==> src/rtl/opseq_pkg.sv <==
package opseq_pkg;

    localparam int MENU_N      = 8;
    localparam int MENU_IDX_W  = 3;
    localparam int FL_ADDR_W   = 24;
    localparam int ADDR_BYTES  = FL_ADDR_W / 8;
    localparam int REG_AW      = 5;

    localparam logic [REG_AW-1:0] RA_STATUS  = 5'd0;
    localparam logic [REG_AW-1:0] RA_CTRL    = 5'd1;
    localparam logic [REG_AW-1:0] RA_ADDR    = 5'd2;
    localparam logic [REG_AW-1:0] RA_OPTYPE  = 5'd3;
    localparam logic [REG_AW-1:0] RA_MENU_LO = 5'd4;
    localparam logic [REG_AW-1:0] RA_MENU_HI = 5'd5;
    localparam logic [REG_AW-1:0] RA_PREFIX  = 5'd6;
    localparam logic [REG_AW-1:0] RA_BASE    = 5'd7;

    localparam int SB_BUSY = 0;
    localparam int SB_DONE = 2;
    localparam int SB_ERR  = 3;
    localparam int SB_LOCK = 15;

    localparam int CB_GO   = 1;
    localparam int CB_ATOM = 2;
    localparam int CB_PSEL = 3;
    localparam int CB_IDX  = 4;
    localparam int CB_CNT  = 8;
    localparam int CB_DATA = 14;

    typedef enum logic [2:0] {
        ST_IDLE,
        ST_PRE,
        ST_GAP,
        ST_OPC,
        ST_ALOAD,
        ST_ADDR,
        ST_DLOAD,
        ST_DATA
    } seq_state_e;

endpackage

==> src/rtl/opseq_shifter.sv <==
module opseq_shifter #(
    parameter int CLK_DIV = 2
) (
    input  logic       clk,
    input  logic       rst_n,
    input  logic       start_i,
    input  logic [7:0] tx_i,
    input  logic       miso_i,
    output logic       sck_o,
    output logic       mosi_o,
    output logic       done_o,
    output logic [7:0] rx_o
);
    localparam int DIV_W = (CLK_DIV > 1) ? $clog2(CLK_DIV) : 1;

    typedef struct packed {
        logic             active;
        logic             sck;
        logic [DIV_W-1:0] div_cnt;
        logic [2:0]       bit_cnt;
        logic [7:0]       sr;
        logic [7:0]       rx;
        logic             done;
    } shf_t;

    shf_t q, d;

    always_comb begin
        d = q;
        d.done = 1'b0;
        if (start_i) begin
            d.active  = 1'b1;
            d.sck     = 1'b0;
            d.div_cnt = '0;
            d.bit_cnt = '0;
            d.sr      = tx_i;
        end else if (q.active) begin
            if (q.div_cnt == DIV_W'(CLK_DIV - 1)) begin
                d.div_cnt = '0;
                if (!q.sck) begin
                    d.sck = 1'b1;
                    d.rx  = {q.rx[6:0], miso_i};
                end else begin
                    d.sck = 1'b0;
                    if (q.bit_cnt == 3'd7) begin
                        d.active = 1'b0;
                        d.done   = 1'b1;
                    end else begin
                        d.bit_cnt = q.bit_cnt + 3'd1;
                        d.sr      = {q.sr[6:0], 1'b0};
                    end
                end
            end else begin
                d.div_cnt = q.div_cnt + DIV_W'(1);
            end
        end
    end

    always_ff @(posedge clk or negedge rst_n) begin
        if (!rst_n) q <= '0;
        else        q <= d;
    end

    assign sck_o  = q.sck;
    assign mosi_o = q.sr[7];
    assign done_o = q.done;
    assign rx_o   = q.rx;

    // a new byte is only launched when the engine is idle
    a_r12_start_when_idle: assert property (@(posedge clk) disable iff (!rst_n)
        start_i |-> !q.active);
    // the serial clock rests low between bytes
    a_r12_sck_low_idle: assert property (@(posedge clk) disable iff (!rst_n)
        !q.active |-> !q.sck);

endmodule

==> src/rtl/opseq_seq.sv <==
module opseq_seq
    import opseq_pkg::*;
#(
    parameter int CLK_DIV = 2,
    parameter int CNT_W   = 6
) (
    input  logic                 clk,
    input  logic                 rst_n,
    input  logic                 start_i,
    input  logic                 atomic_i,
    input  logic [7:0]           prefix_op_i,
    input  logic [7:0]           main_op_i,
    input  logic [1:0]           optype_i,
    input  logic [FL_ADDR_W-1:0] addr_i,
    input  logic                 has_data_i,
    input  logic [CNT_W-1:0]     last_idx_i,
    input  logic [7:0]           buf_byte_i,
    input  logic                 byte_done_i,
    input  logic [7:0]           rx_byte_i,
    output logic                 cs_n_o,
    output logic                 shift_start_o,
    output logic [7:0]           shift_tx_o,
    output logic [CNT_W-1:0]     buf_idx_o,
    output logic                 buf_we_o,
    output logic [7:0]           buf_wbyte_o,
    output logic                 cyc_done_o
);
    localparam int GAP_LAST = 2 * CLK_DIV - 1;
    localparam int GAP_W    = $clog2(2 * CLK_DIV);

    typedef struct packed {
        seq_state_e           state;
        logic                 cs_n;
        logic                 shift;
        logic [7:0]           tx;
        logic [CNT_W-1:0]     idx;
        logic [GAP_W-1:0]     gap;
        logic                 done;
        logic [7:0]           main_op;
        logic                 has_addr;
        logic                 is_write;
        logic                 has_data;
        logic [CNT_W-1:0]     last;
        logic [FL_ADDR_W-1:0] addr;
    } seq_t;

    seq_t q, d;
    logic fin;

    always_comb begin
        d = q;
        d.shift = 1'b0;
        d.done  = 1'b0;
        fin     = 1'b0;
        unique case (q.state)
            ST_IDLE: begin
                if (start_i) begin
                    d.main_op  = main_op_i;
                    d.has_addr = optype_i[1];
                    d.is_write = optype_i[0];
                    d.has_data = has_data_i;
                    d.last     = last_idx_i;
                    d.addr     = addr_i;
                    d.cs_n     = 1'b0;
                    d.shift    = 1'b1;
                    if (atomic_i) begin
                        d.tx    = prefix_op_i;
                        d.state = ST_PRE;
                    end else begin
                        d.tx    = main_op_i;
                        d.state = ST_OPC;
                    end
                end
            end
            ST_PRE: begin
                if (byte_done_i) begin
                    d.cs_n  = 1'b1;
                    d.gap   = '0;
                    d.state = ST_GAP;
                end
            end
            ST_GAP: begin
                if (q.gap == GAP_W'(GAP_LAST)) begin
                    d.cs_n  = 1'b0;
                    d.shift = 1'b1;
                    d.tx    = q.main_op;
                    d.state = ST_OPC;
                end else begin
                    d.gap = q.gap + GAP_W'(1);
                end
            end
            ST_OPC: begin
                if (byte_done_i) begin
                    d.idx = '0;
                    if (q.has_addr)      d.state = ST_ALOAD;
                    else if (q.has_data) d.state = ST_DLOAD;
                    else                 fin = 1'b1;
                end
            end
            ST_ALOAD: begin
                d.shift = 1'b1;
                d.tx    = q.addr[8*(ADDR_BYTES-1-int'(q.idx)) +: 8];
                d.state = ST_ADDR;
            end
            ST_ADDR: begin
                if (byte_done_i) begin
                    if (q.idx == CNT_W'(ADDR_BYTES - 1)) begin
                        d.idx = '0;
                        if (q.has_data) d.state = ST_DLOAD;
                        else            fin = 1'b1;
                    end else begin
                        d.idx   = q.idx + CNT_W'(1);
                        d.state = ST_ALOAD;
                    end
                end
            end
            ST_DLOAD: begin
                d.shift = 1'b1;
                d.tx    = q.is_write ? buf_byte_i : 8'h00;
                d.state = ST_DATA;
            end
            ST_DATA: begin
                if (byte_done_i) begin
                    if (q.idx == q.last) begin
                        fin = 1'b1;
                    end else begin
                        d.idx   = q.idx + CNT_W'(1);
                        d.state = ST_DLOAD;
                    end
                end
            end
            default: d.state = ST_IDLE;
        endcase
        if (fin) begin
            d.cs_n  = 1'b1;
            d.done  = 1'b1;
            d.state = ST_IDLE;
        end
    end

    always_ff @(posedge clk or negedge rst_n) begin
        if (!rst_n) begin
            q      <= '0;
            q.cs_n <= 1'b1;
        end else begin
            q <= d;
        end
    end

    assign cs_n_o        = q.cs_n;
    assign shift_start_o = q.shift;
    assign shift_tx_o    = q.tx;
    assign buf_idx_o     = q.idx;
    assign buf_we_o      = (q.state == ST_DATA) && byte_done_i && !q.is_write;
    assign buf_wbyte_o   = rx_byte_i;
    assign cyc_done_o    = q.done;

    // a byte finishes only while the sequencer is waiting for one
    a_r12_done_when_waiting: assert property (@(posedge clk) disable iff (!rst_n)
        byte_done_i |-> (q.state inside {ST_PRE, ST_OPC, ST_ADDR, ST_DATA}));
    // every byte launch happens with chip select asserted
    a_r9_cs_low_on_launch: assert property (@(posedge clk) disable iff (!rst_n)
        q.shift |-> !q.cs_n);

endmodule

==> src/rtl/opseq_flash_ctrl.sv <==
module opseq_flash_ctrl
    import opseq_pkg::*;
#(
    parameter int CLK_DIV   = 2,
    parameter int BUF_BYTES = 64
) (
    input  logic              clk,
    input  logic              rst_n,
    input  logic              reg_we,
    input  logic [REG_AW-1:0] reg_addr,
    input  logic [31:0]       reg_wdata,
    output logic [31:0]       reg_rdata,
    output logic              spi_sck,
    output logic              spi_cs_n,
    output logic              spi_mosi,
    input  logic              spi_miso
);
    localparam int CNT_W     = $clog2(BUF_BYTES);
    localparam int BUF_WORDS = BUF_BYTES / 4;
    localparam int WSEL_W    = $clog2(BUF_WORDS);

    typedef struct packed {
        logic                         busy;
        logic                         done;
        logic                         err;
        logic                         lock;
        logic                         atomic;
        logic                         pre_sel;
        logic [MENU_IDX_W-1:0]        idx;
        logic [CNT_W-1:0]             cnt;
        logic                         has_data;
        logic [FL_ADDR_W-1:0]         addr;
        logic [FL_ADDR_W-1:0]         base;
        logic [2*MENU_N-1:0]          optype;
        logic [MENU_N-1:0][7:0]       menu;
        logic [1:0][7:0]              prefix;
        logic [BUF_BYTES-1:0][7:0]    dbuf;
    } regs_t;

    regs_t q, d;

    logic                  go, reject, accept;
    logic [MENU_IDX_W-1:0] widx;
    logic [1:0]            wtype;
    logic                  seq_cs_n, seq_shift, seq_bwe, seq_done;
    logic [7:0]            seq_tx, seq_wbyte, shf_rx;
    logic [CNT_W-1:0]      seq_bidx;
    logic                  shf_done;

    assign widx   = reg_wdata[CB_IDX +: MENU_IDX_W];
    assign wtype  = q.optype[{widx, 1'b0} +: 2];
    assign go     = reg_we && (reg_addr == RA_CTRL) && reg_wdata[CB_GO];
    assign reject = wtype[1] && (q.addr < q.base);
    assign accept = go && !q.busy && !reject;

    always_comb begin
        d = q;
        if (reg_we) begin
            if (reg_addr[REG_AW-1]) begin
                for (int k = 0; k < 4; k++) begin
                    d.dbuf[4*int'(reg_addr[WSEL_W-1:0]) + k] = reg_wdata[8*k +: 8];
                end
            end else begin
                case (reg_addr)
                    RA_STATUS: begin
                        if (reg_wdata[SB_DONE]) d.done = 1'b0;
                        if (reg_wdata[SB_ERR])  d.err  = 1'b0;
                        if (reg_wdata[SB_LOCK]) d.lock = 1'b1;
                    end
                    RA_CTRL: begin
                        d.atomic   = reg_wdata[CB_ATOM];
                        d.pre_sel  = reg_wdata[CB_PSEL];
                        d.idx      = widx;
                        d.cnt      = reg_wdata[CB_CNT +: CNT_W];
                        d.has_data = reg_wdata[CB_DATA];
                    end
                    RA_ADDR:   d.addr = reg_wdata[FL_ADDR_W-1:0];
                    RA_OPTYPE: if (!q.lock) d.optype = reg_wdata[2*MENU_N-1:0];
                    RA_MENU_LO: if (!q.lock) begin
                        for (int k = 0; k < 4; k++) d.menu[k] = reg_wdata[8*k +: 8];
                    end
                    RA_MENU_HI: if (!q.lock) begin
                        for (int k = 0; k < 4; k++) d.menu[4+k] = reg_wdata[8*k +: 8];
                    end
                    RA_PREFIX: d.prefix = reg_wdata[15:0];
                    RA_BASE:   d.base   = reg_wdata[FL_ADDR_W-1:0];
                    default: ;
                endcase
            end
        end
        if (go) begin
            if (q.busy || reject) d.err  = 1'b1;
            else                  d.busy = 1'b1;
        end
        if (seq_bwe) d.dbuf[seq_bidx] = seq_wbyte;
        if (seq_done) begin
            d.busy = 1'b0;
            d.done = 1'b1;
        end
    end

    always_ff @(posedge clk or negedge rst_n) begin
        if (!rst_n) q <= '0;
        else        q <= d;
    end

    always_comb begin
        reg_rdata = '0;
        if (reg_addr[REG_AW-1]) begin
            for (int k = 0; k < 4; k++) begin
                reg_rdata[8*k +: 8] = q.dbuf[4*int'(reg_addr[WSEL_W-1:0]) + k];
            end
        end else begin
            case (reg_addr)
                RA_STATUS: begin
                    reg_rdata[SB_BUSY] = q.busy;
                    reg_rdata[SB_DONE] = q.done;
                    reg_rdata[SB_ERR]  = q.err;
                    reg_rdata[SB_LOCK] = q.lock;
                end
                RA_CTRL: begin
                    reg_rdata[CB_ATOM]               = q.atomic;
                    reg_rdata[CB_PSEL]               = q.pre_sel;
                    reg_rdata[CB_IDX +: MENU_IDX_W]  = q.idx;
                    reg_rdata[CB_CNT +: CNT_W]       = q.cnt;
                    reg_rdata[CB_DATA]               = q.has_data;
                end
                RA_ADDR:    reg_rdata[FL_ADDR_W-1:0] = q.addr;
                RA_OPTYPE:  reg_rdata[2*MENU_N-1:0]  = q.optype;
                RA_MENU_LO: reg_rdata = {q.menu[3], q.menu[2], q.menu[1], q.menu[0]};
                RA_MENU_HI: reg_rdata = {q.menu[7], q.menu[6], q.menu[5], q.menu[4]};
                RA_PREFIX:  reg_rdata[15:0] = q.prefix;
                RA_BASE:    reg_rdata[FL_ADDR_W-1:0] = q.base;
                default: ;
            endcase
        end
    end

    opseq_seq #(
        .CLK_DIV (CLK_DIV),
        .CNT_W   (CNT_W)
    ) u_seq (
        .clk           (clk),
        .rst_n         (rst_n),
        .start_i       (accept),
        .atomic_i      (reg_wdata[CB_ATOM]),
        .prefix_op_i   (q.prefix[reg_wdata[CB_PSEL]]),
        .main_op_i     (q.menu[widx]),
        .optype_i      (wtype),
        .addr_i        (q.addr),
        .has_data_i    (reg_wdata[CB_DATA]),
        .last_idx_i    (reg_wdata[CB_CNT +: CNT_W]),
        .buf_byte_i    (q.dbuf[seq_bidx]),
        .byte_done_i   (shf_done),
        .rx_byte_i     (shf_rx),
        .cs_n_o        (seq_cs_n),
        .shift_start_o (seq_shift),
        .shift_tx_o    (seq_tx),
        .buf_idx_o     (seq_bidx),
        .buf_we_o      (seq_bwe),
        .buf_wbyte_o   (seq_wbyte),
        .cyc_done_o    (seq_done)
    );

    opseq_shifter #(
        .CLK_DIV (CLK_DIV)
    ) u_shf (
        .clk     (clk),
        .rst_n   (rst_n),
        .start_i (seq_shift),
        .tx_i    (seq_tx),
        .miso_i  (spi_miso),
        .sck_o   (spi_sck),
        .mosi_o  (spi_mosi),
        .done_o  (shf_done),
        .rx_o    (shf_rx)
    );

    assign spi_cs_n = seq_cs_n;

    // cycle end clears busy and raises done on one edge
    a_r2_end_sets_done: assert property (@(posedge clk) disable iff (!rst_n)
        seq_done |=> (!q.busy && q.done));
    // go while busy raises the error flag
    a_r4_go_busy_err: assert property (@(posedge clk) disable iff (!rst_n)
        (go && q.busy) |=> q.err);
    // the lock never drops once set
    a_r10_lock_sticky: assert property (@(posedge clk) disable iff (!rst_n)
        q.lock |=> q.lock);
    // menu and type register frozen under lock
    a_r10_menu_frozen: assert property (@(posedge clk) disable iff (!rst_n)
        q.lock |=> ($stable(q.menu) && $stable(q.optype)));
    // a rejected go leaves the port quiet
    a_r11_reject_quiet: assert property (@(posedge clk) disable iff (!rst_n)
        (go && !q.busy && reject) |=> (spi_cs_n && !q.busy));
    // chip select only low while a cycle runs
    a_r12_cs_idle: assert property (@(posedge clk) disable iff (!rst_n)
        !q.busy |-> spi_cs_n);
    // clock low whenever chip select is high
    a_r12_sck_low_cs_high: assert property (@(posedge clk) disable iff (!rst_n)
        spi_cs_n |-> !spi_sck);

endmodule

==> config.mk <==
export PLATFORM = sky130hd
export DESIGN_NAME = opseq_flash_ctrl
export DESIGN_NICKNAME = d
export VERILOG_FILES = /design/src/rtl/opseq_pkg.sv /design/src/rtl/opseq_shifter.sv /design/src/rtl/opseq_seq.sv /design/src/rtl/opseq_flash_ctrl.sv
export SDC_FILE = /design/constraint.sdc
export NUM_CORES = 2
export LEC_CHECK = 0
export BUFFER_PORTS_ARGS = -buffer_cell sky130_fd_sc_hd__buf_2
export CAP_MARGIN = 15
export CORE_MARGIN = 2
export CORE_UTILIZATION = 30
export CTS_CLUSTER_DIAMETER = 120
export CTS_CLUSTER_SIZE = 14
export DETAILED_ROUTE_END_ITERATION = 7
export SLEW_MARGIN = 5
export SYNTH_ARGS = -nofsm -noshare
export SYNTH_HDL_FRONTEND = slang
export SYNTH_HIERARCHICAL = 1
export SYNTH_SLANG_ARGS = --single-unit
==> constraint.sdc <==
create_clock -name clk -period 4.1 [get_ports clk]
set_input_delay 0.205 -clock clk [delete_from_list [all_inputs] [get_ports clk]]
set_output_delay 0.205 -clock clk [all_outputs]
set_load 0.05 [all_outputs]
Word-level counts from Yosys, hierarchy flattened
Index checks and enable logic that the tools add are counted.

storage, ports and cells
  bits in registers = 758
  bits in latches = 0
  memory bits (writable) = 0
  bits in read-only memories = 0
  bits of input ports = 41
  output and inout port bits = 35
  logic and storage cells = 331
  memories kept = 0

cells by class
  add/sub/neg operators = 8
  multiply operators = 0
  divide/modulo/power cells = 0
  $lt $le $gt $ge = 13
  equal/unequal tests = 36
  shift operators = 2
  mux-type cells = 114
  bitwise gates (word level) = 4
  reduce and logical (&&, ||, !) cells = 48

operators with widths
  cell                   count
  $bwmux W512            5
  $mux W512              2
  $mux W671              1
  $bmux W8 S6            4
  $demux W8 S6           4
  $mux W32               5
  $mux W159              1
  $mux W8                19
  $ge A32 B1 Y1 const B  3
  $pmux W7 S7            1
  $mux W16               3
  $mux W24               2
  $pmux W9 S4            1
  $bmux W8 S4            1
  $demux W8 S4           1
  $pmux W8 S4            1
  $reduce_and A4 Y1      8
  $shiftx A24 B32 Y8     1
  $mux W6                5
  $mux W13               2
  $bmux W8 S3            1
  $lt A24 B24 Y1         1
  $mux W3                8
  $pmux W3 S8            1
  other kinds (55)       144

Logic depth before layout (Yosys ltp)
  depth after elaboration = 12
  gate-level depth with buffers = 13
  mapped depth without buffers = 12

Modules after synthesis
Netlist, hierarchy kept.

by module, submodules not included
  module            instances  cells an instance  area an instance (µm²)  sequential area each (µm²)
  opseq_flash_ctrl  1          3575               40208.6                 16816.1
  opseq_seq         1          394                3399.5                  1577.8
  opseq_shifter     1          75                 1062.3                  575.6

Least setup slack after synthesis
No wires, ideal clock.

  path kind = register -> register
  start = register, netlist name q[637]
  end = register u_seq.q (netlist bit u_seq/shift_tx_o[5])
  setup time = 0.077 ns
  arrival = 2.803 ns
  required time = 4.023 ns
  path slack = 1.219 ns
  stages on the path, launching flop included = 13
  path buffers = 1
  clock period less this slack = 2.881 ns
  cells stage by stage = dfrtp_1 ha_1 nand2_1 or3_1 o221ai_1 a21oi_1 a311oi_1 mux2_2 nor2_1 nor2_1 buf_2 nor2_1 a21oi_1

RTL lines
  item              line             source
  end: declaration  opseq_seq.sv:47  seq_t q, d;

Worst setup path after layout
  start = input reg_addr[1]
  end = output reg_rdata[31]

between the ends
  longest elaborated chain between the ends = 5
  elaborated cells between the ends (all ways) = 8
  those cells by class = add/sub: 1; eq/ne: 2; mux: 5

ends and longest elaborated chain
  item                                         line                     source
  start: declaration                           opseq_flash_ctrl.sv:10   input logic [REG_AW-1:0] reg_addr,
  $add A6 B2 Y7                                opseq_flash_ctrl.sv:111  reg_rdata[8*k +: 8] = q.dbuf[4*int'(reg_addr[WSEL_W-1:0]) + k];
  $bmux W8 S6                                  opseq_flash_ctrl.sv:111
  $mux W8 (implied by the code) (2 in series)  opseq_flash_ctrl.sv:111
  $mux W32 *                                   opseq_flash_ctrl.sv:109  if (reg_addr[REG_AW-1]) begin
  end: declaration                             opseq_flash_ctrl.sv:12   output logic [31:0] reg_rdata,

Every way passes the cells marked *; elsewhere a longest branch is shown, timed or not. The select of a mux whose other input is x is not followed.

==> metrics.md <==
| Metric | Value |
|---|---|
| Final setup margin | 0.2666 ns |
| Die Span Y | 389.9 um |
| Core box area | 147800 um^2 |
| Measured slew at the worst slew-check pin | 1.225 ns |
| Max-Cap Viols | 0 |
| Final ANT Viol Nets | 0 |
| TritonRoute pass-1 iters | 6 |
| Final wirelength | 172900 um |
| Total GRT Usage | 22.30% |
| DRC | 0 |
| Worst setup EP type | output port |
| Hold slack | 0.08163 ns |
| Post-synth EDFFs | 0 |
| Syn Area/Cell | 11.05 um^2 |
| Slew Viols, Final | 0 |
| Placed Area | 46960 um^2 |
| Uppermost routed layer | met5 |
| Synth Instances | a little over 4k |
| Root Buffer | clkbuf_16 |
| DR vias/cell | a little under 6 |
| Synth top area share | 42.41% |
| Final setup fails | 0 |
| Nets@finish | 4000 |
| Via count | 34.73k |
| Synthesized area | 44670 um^2 |
| Hold Path Class | input port to flip-flop |
| Grt ovf | 0 |
| Area leader, netlist | dfrtp_1 |
| Largest net degree at the start of global routing | about 150 |
| Longest Clk Path Bufs | 3 |
| Commonest non-fill, non-tap cells in the layout | dfrtp_1 (746), mux2i_1 (586), nand2_1 (455) |
| Clock Sink Count | 758 |
| RSZ-0062 raised after global routing | no |
| Worst-skew pair later-pin latency | 0.68 ns |
| H-tree depth | 2 |
| Post-placement setup slack | 0.4518 ns |
| Critical Path Source | reg_addr[1] |
| Main synth FF type | dfrtp_1 |
| Cell variety after synth | 73 |
| Resized cells post-CTS | 0 |
| Most area-consuming cells after synthesis | dfrtp_1 (42%), mux4_2 (14%), mux2i_1 (13%) |
| R2r setup slk | 0.40 ns |
| Reg-to-reg critical path startpoint | u_seq/buf_idx_o[2]$_DFFE_PN0P_ |
| P&R area growth vs syn | 8.845% |
| Row Count | roughly 140 |
| Initial antenna violation count | 20 |
| Period Utilization, post-route | between 90% and 100% |
| First-pass GRT wire length | approximately 250000 um |
| Synth Register Bits | 758 |
| Peak Freq | 260.9 MHz |
| Final Cell Area | 48620 um^2 |
| Worst-path clk slew | 0.07 ns |
| Setup TNS | 0 ns |
| Critical Path Source Type | input port |
| Pleak | 19.16 nW |
| Fin crit period | roughly 3.8 ns |
| Die W | 389.9 um |
| PD cells | 444.6 nW/um^2 |
| Die area | 152000 um^2 |
| Max-slew headroom | between 10% and 20% |
| Final Hold Vio Count | 0 |
| Worst min-delay path startpoint | reg_we |
| Number of DRC markers in iteration 0 | between 4k and 5k |
| I/O Buffers | 75 |
| Hpwl dp | 121800 um |
| Crit path DAT | 3.63 ns |
| Yosys warns | 6 |
| CTS buffer count | 60 |
| Metal3 WL | roughly 18000 um |
| Share of synthesized flip-flops with an asynchronous set or reset | 100.0% |
| WL/cell | 29.39 um |
| Vias in the first global route | 32.86k |
| Peak VDD IR | 353.6 uV |
| Initial Utilization | 30.22% |
| Metal-1 WL | 70010 um |
| Layout cells sized above 1 | 20.81% |
| Met2 Routed Length | approximately 77000 um |
| Worst EP required | 3.89 ns |
| Status | finished clean |
| Crit path kind | input port to output port |
| Routability cong. | 0.9851 |
| Final setup skew | around 0.032 ns |
| Syn Nets | 4113 |
| Most common cell after layout, fill and taps aside | dfrtp_1 |
| CTS tree | done |
| # IOs | 76 |
| Sequential element share of the synthesized area | 42.47% |
| CP max FO | 33 |
layer usage:
layer	vias to the layer above	GRT usage (%)
li1	14554	-
met1	17787	30.54
met2	2002	33.94
met3	364	5.784
met4	22	8.073
met5	-	0
repair_timing:
| item | CTS | global route |
|---|---|---|
| setup buffers | 0 | 0 |
| hold endpoints to repair | 58 | 0 |
| setup endpoints to repair | 0 | 0 |
| hold buffers | 4 | 0 |
critical path: stages:
cell and delay [ns]:
dlygate4sd3_1 0.54, clkbuf_8 0.19, buf_4 0.51, buf_4 0.60
mux4_2 0.59, mux2i_1 0.14, o22ai_1 0.15, a221o_1 0.40
buf_2 0.24
flip-flops by register name (all words and copies together) (netlist names):
| signal | count |
|---|---|
| q | 672 |
| u_seq/q | 46 |
| u_shf/q | 12 |
| u_seq/shift_tx_o | 8 |
| u_shf/rx_o | 8 |
| u_seq/buf_idx_o | 6 |
| u_seq/cs_n_o | 1 |
| u_seq/cyc_done_o | 1 |
| u_seq/shift_start_o | 1 |
| u_shf/done_o | 1 |
| u_shf/mosi_o | 1 |
| u_shf/sck_o | 1 |
cells by family (layout without fill, tap and decap cells):
| group | after synthesis | after routing | share of synthesized area (%) |
|---|---|---|---|
| buf+inv | 453 | 359 | 4.958 |
| fa+ha+maj | 28 | 28 | 0.7843 |
| flops | 758 | 758 | 42.47 |
| other cells | 0 | 3 | 0 |
| compound gates | 775 | 775 | 10.27 |
| mux | 1058 | 1058 | 32.09 |
| simple gates | 964 | 964 | 9.280 |
| xor+xnor | 8 | 8 | 0.1568 |
layout make-up:
cell class	instances	area (um^2)
Multi-Input combinational cell	2833	23590
Timing Repair Buffer	249	1897
Antenna cell	3	7.507
Inverter	29	108.9
Clock buffer	80	1598
Tap cell	1930	2415
Sequential cell	758	18990
Clock inverter	1	16.27
Fill cell	14796	99220
through the flow:
stage / instances / utilization, % / power, mW
CTS: 5880 / 32.88 / 21.49
floorplan: 4044 / - / 13.61
global placement: 5795 / 31.76 / 15.87
global route: 5881 / 32.88 / 22.37
detailed placement: 5795 / 31.76 / 16.01
finish: 5883 / 32.89 / 21.62
power breakdown:
part           switching (mW)  total (mW)  internal, mW  leakage [nW]
Clock                    2.88        5.56          2.68         0.781
Sequential               1.97        10.8          8.85          8.54
Combinational            2.99        5.24          2.25          9.85
cell usage after synthesis, drive strengths merged, types with 6 or more instances:
library cell and n:
nor3 15, o22a 9, nor2 347, nand3 27, a221o 8, o2bb2ai 7, o21ai 276, mux2 194
dfrtp 757, clkbuf 175, a21o 8, and3 31, nand4 12, mux4 278, inv 29, buf 249
o31ai 8, nor3b 7, a221oi 28, a22oi 68, nand3b 6, mux2i 586, o22ai 8, nand2 458
ha 28, nand2b 9, a222oi 12, a22o 12, nor4 6, nor2b 10, o221ai 14, a32oi 15
a21oi 287, or3 12
path summary, 6_finish.rpt:
kind                                                    to  cells after the start
max                                          reg_rdata[31]                      9
min                                       q[669]$_DFF_PN0_                      4
max reg2reg                u_seq/shift_tx_o[3]$_DFFE_PN0P_                      8
min reg2reg                         u_seq/q[0]$_DFFE_PN0P_                      2
max in group asynchronous               q[523]$_DFFE_PN0P_                      3
min in group asynchronous               q[616]$_DFFE_PN0P_                      2
Note: power is estimated with default switching activity, not from simulation.
